`config.mk`:
```
export PLATFORM = sky130hd
export DESIGN_NAME = shifter_operand
export DESIGN_NICKNAME = d
export VERILOG_FILES = /design/src/rtl/shifter_operand.sv
export SDC_FILE = /design/constraint.sdc
export NUM_CORES = 1
export LEC_CHECK = 0
export ABC_AREA = 1
export BUFFER_PORTS_ARGS = -buffer_cell sky130_fd_sc_hd__clkbuf_2
export CAP_MARGIN = 10
export CORE_AREA = 2 2 160 162
export DETAILED_ROUTE_END_ITERATION = 7
export DIE_AREA = 0 0 162 164
export GPL_TIMING_DRIVEN = 0
export SLEW_MARGIN = 20
export SYNTH_ARGS = -nofsm -noshare
export SYNTH_HDL_FRONTEND = slang
export SYNTH_SLANG_ARGS = --single-unit
```
`constraint.sdc`:
```
create_clock -name vclk -period 6.1
set_clock_uncertainty 0.15 [all_clocks]
set_input_delay 1.22 -clock vclk [all_inputs]
set_output_delay 1.22 -clock vclk [all_outputs]
set_load 0.02 [all_outputs]
```
`src/rtl/shifter_operand.sv`:
```
module shifter_operand #(
  parameter int XLEN     = 32,
  parameter int PC_AHEAD = 8
) (
  input  logic            imm_form,
  input  logic [11:0]     opfield,
  input  logic [XLEN-1:0] rm_val,
  input  logic [XLEN-1:0] rs_val,
  input  logic [XLEN-1:0] pc,
  input  logic            carry_in,
  input  logic            s_bit,
  input  logic [3:0]      alu_op,
  output logic [XLEN-1:0] operand,
  output logic            carry_out,
  output logic            carry_we
);
  localparam int SW = $clog2(XLEN);
  localparam logic [3:0] PC_IDX = 4'd15;

  logic [XLEN-1:0]   src;
  logic [2:0]        kind;
  logic              by_reg;
  logic [7:0]        amt;
  logic [SW-1:0]     k, km1, nk;
  logic              in_range, exact;
  logic [XLEN-1:0]   shl, shr, sar, rot, rimm;
  logic [2*XLEN-1:0] dbl, idbl;
  logic              last_l, last_r, msb;

  assign src      = (opfield[3:0] == PC_IDX) ? pc + XLEN'(PC_AHEAD) : rm_val;
  assign kind     = opfield[6:4];
  assign by_reg   = kind[0];
  assign amt      = by_reg ? rs_val[7:0] : {3'b000, opfield[11:7]};
  assign k        = amt[SW-1:0];
  assign km1      = k - SW'(1);
  assign nk       = ~k + SW'(1);
  assign in_range = amt < 8'(XLEN);
  assign exact    = amt == 8'(XLEN);
  assign msb      = src[XLEN-1];

  assign dbl    = {src, src};
  assign shl    = src << k;
  assign shr    = src >> k;
  assign sar    = $unsigned($signed(src) >>> k);
  assign rot    = dbl[XLEN-1:0] == src ? XLEN'(dbl >> k) : src;
  assign last_l = src[nk];
  assign last_r = src[km1];

  assign idbl = {2{XLEN'(opfield[7:0])}};
  assign rimm = XLEN'(idbl >> {opfield[11:8], 1'b0});

  always_comb begin
    operand   = src;
    carry_out = carry_in;
    if (imm_form) begin
      operand   = rimm;
      carry_out = (opfield[11:8] != 4'd0) ? rimm[XLEN-1] : carry_in;
    end else if (!(by_reg && amt == 8'd0)) begin
      case (kind)
        3'd0: if (k != '0) begin operand = shl; carry_out = last_l; end
        3'd1: begin
          if (in_range)   begin operand = shl; carry_out = last_l; end
          else if (exact) begin operand = '0;  carry_out = src[0]; end
          else            begin operand = '0;  carry_out = 1'b0;   end
        end
        3'd2: begin
          if (k == '0) begin operand = '0;  carry_out = msb;    end
          else         begin operand = shr; carry_out = last_r; end
        end
        3'd3: begin
          if (in_range)   begin operand = shr; carry_out = last_r; end
          else if (exact) begin operand = '0;  carry_out = msb;    end
          else            begin operand = '0;  carry_out = 1'b0;   end
        end
        3'd4: begin
          if (k == '0) begin operand = {XLEN{msb}}; carry_out = msb;    end
          else         begin operand = sar;         carry_out = last_r; end
        end
        3'd5: begin
          if (in_range) begin operand = sar;         carry_out = last_r; end
          else          begin operand = {XLEN{msb}}; carry_out = msb;    end
        end
        3'd6: begin
          if (k == '0) begin operand = {carry_in, src[XLEN-1:1]}; carry_out = src[0]; end
          else         begin operand = rot;                       carry_out = last_r; end
        end
        default: begin
          if (k == '0) begin operand = src; carry_out = msb;    end
          else         begin operand = rot; carry_out = last_r; end
        end
      endcase
    end

    if (!imm_form && opfield[11:4] == 8'd0)
      a_r2_passthru: assert (operand == src && carry_out == carry_in);
    if (!imm_form && by_reg && rs_val[7:0] == 8'd0)
      a_r5_zero_amount: assert (operand == src && carry_out == carry_in);
    if (!imm_form && (kind == 3'd1 || kind == 3'd3) && rs_val[7:0] > 8'(XLEN))
      a_r6_over_range: assert (operand == '0 && !carry_out);
    if (!imm_form && kind == 3'd5 && rs_val[7:0] >= 8'(XLEN))
      a_r7_sign_fill: assert (($countones(operand) == 0 || $countones(operand) == XLEN)
                              && carry_out == operand[0]);
    if (imm_form && opfield[11:8] == 4'd0)
      a_r11_no_rotate: assert (operand == XLEN'(opfield[7:0]) && carry_out == carry_in);
  end

  assign carry_we = s_bit && !(alu_op inside {4'd2, 4'd3, 4'd4, 4'd5, 4'd6, 4'd7, 4'd10, 4'd11});

  always_comb begin
    if (alu_op inside {4'd2, 4'd3, 4'd4, 4'd5, 4'd6, 4'd7, 4'd10, 4'd11} || !s_bit)
      a_r12_arith_keeps_carry: assert (!carry_we);
  end
endmodule

```
==> run summary <==
Run status -> finished with violations
Violated checks -> design-rule violations
Area delta synth->final -> 14.8%
Hold Vio Cnt, Final -> 0
CP delay by family, top -> buffers and inverters
Synth area leader -> nand2_1
Initial Util -> 39.6%
CP Class -> input pin to output port
Vias in the first global route -> 14400
Worst Max-Slew Pin Slew -> 0.887 ns
Accumulated negative setup slack -> 0 ns
Vias per cell -> 6.30
Routed length per placed instance -> 26.5 um
Worst path max stage delay -> 0.57 ns
Leakage Power -> 6.04 nW
Top Ports -> 149
WP buf/inv -> 6
Seq/Total Area, Yosys -> 0%
Hpwl dp -> 53400 um
Worst-path maximum fanout -> 10
Most common cell in the netlist -> nand2_1
CP Data Required Time -> 4.73 ns
Top post-synthesis cells by count -> nand2_1 (792), nand3_1 (438), inv_1 (146), nor2_1 (110), a21oi_1 (82)
Final period util -> 99.2%
Ranking of synthesized cells by area -> nand2_1 (30%), nand3_1 (22%), inv_1 (5.6%)
Hold path cells -> 3
Die Wd -> 162 um
Vias after detailed routing -> 15900
Worst Setup Start Kind -> input pin
PnR Total Power -> 0.00148 W
DRT Wirelength -> 66900 um
Grt ovf -> 0
Most frequent CP cell -> nand2_1
Synth warn -> 0
Fin. max-slew vios -> 0
Unique cell type count in the Yosys netlist -> 54
Final setup vio count -> 0
First-pass GRT wire length -> 94400 um
Slowest-stage cell, CP -> clkbuf_1
Port Buffers -> 123
Yosys top cell area share -> 30.2%
Number of sequential cells -> 0
Hold WS -> 2.56 ns
RSZ-0062 raised after global routing -> no
Share of cells above drive strength 1 -> 19.1%
Pwr Density -> 131 mW/mm^2
Iter 0 DRT Violations -> 2725
Largest net degree at the start of global routing -> 20
Worst vdd ir -> 0.0000554 V
Initial DRT Pass Iterations -> 8
DRC Markers -> 25
Die ar. -> 0.0266 mm^2
Crit path arrival time -> 4.68 ns
Min-delay worst type -> input pin to output port
Routability cong. -> 1.23
Core Area -> 0.0248 mm^2
Number of cells on the critical path -> 19
Max frequency -> 0.165 GHz
Synthesized instance count -> 2057
Relative slew slack -> 40.2%
Initial antenna violation count -> 1
Die height -> 164 um
CP Capture Type -> output port
Post-layout util -> 45.5%
Tot GR Track Use -> 48.7%
Min Tclk post-route -> 6.05 ns
Final #Nets -> 2316
Register area -> 0 um^2
Post-route ant nets -> 0
Max-cap viol count -> 0
CLK BUF -> 0
Syn_nets -> 2175
Core Rows -> 58
Worst-path cell chain -> clkbuf_2, inv_2, or2_1, o21ai_2, inv_2, clkbuf_1, clkbuf_1, nand3_1, nand3_1, nand3_1, a21oi_1, o21ai_0, nor2_2, nand2_1, nand2_1, nand2_1, nand2_1, nand2_1, clkbuf_2
Mapped cell area -> 0.00983 mm^2
Avg Synthesized Cell Area -> 4.78 um^2
-- cell usage in the layout (no fill, tap or decap), drive strengths merged, types with 13 or more instances in the layout --
cell,instances
nor2,132
nand3,467
o211ai,33
nand4,13
nand2,841
a21oi,83
or2,27
clkbuf,164
inv,164
o21ai,103
buf,90
-- layout make-up --
cell class,count,area (um^2)
antenna,1,2.50
buffer,114,714
fill,3002,13500
inverter,170,653
multi-input combinational,1771,8750
tap,330,413
timing repair buffer,141,751
-- cells by family after synthesis --
logic type | count (synthesis) | synth area share [%]
AO/OA/AOI/OAI | 265 | 16.3
adder cells (fa/ha/maj) | 3 | 0.382
AND/OR/NAND/NOR | 1497 | 69.4
buffers and inverters | 286 | 13.4
XOR/XNOR | 6 | 0.534
-- per-layer routing --
layer	GRT usage, %	vias to the layer above	wire length (um)
met5	0	-	0
met4	28.4	0	5470
met3	21.6	333	11200
met2	72.6	1369	26600
met1	57.9	7127	23600
li1	-	7082	-
-- repair_timing --
action	in CTS	in global routing
gates resized for setup	43	44
pin swaps	4	9
endpoints found under the setup margin	33	33
buffers inserted	10	8
hold buffers	0	0
-- metrics by stage --
step / cell area, um^2 / setup WS (ns) / std cells
2_1_floorplan: 9830 / 0.312 / 2057
3_3_place_gp: 10900 / -2.10 / 2510
3_5_place_dp: 10900 / -2.06 / 2510
4_1_cts: 11100 / 0.00115 / 2519
5_1_grt: 11300 / 0.000997 / 2526
6_report: 11300 / 0.0501 / 2527
-- final timing paths --
kind,startpoint,endpoint
min,alu_op[1],carry_we
max,opfield[4],operand[17]
-- report_power, final --
part	switching (W)	internal, W	total [W]
clock	0	0.0000000000109	0.0000000000109
combinational	0.00109	0.000390	0.00148
sequential	0	0	0
total	0.00109	0.000390	0.00148
Power figures use the tool's default switching activity.
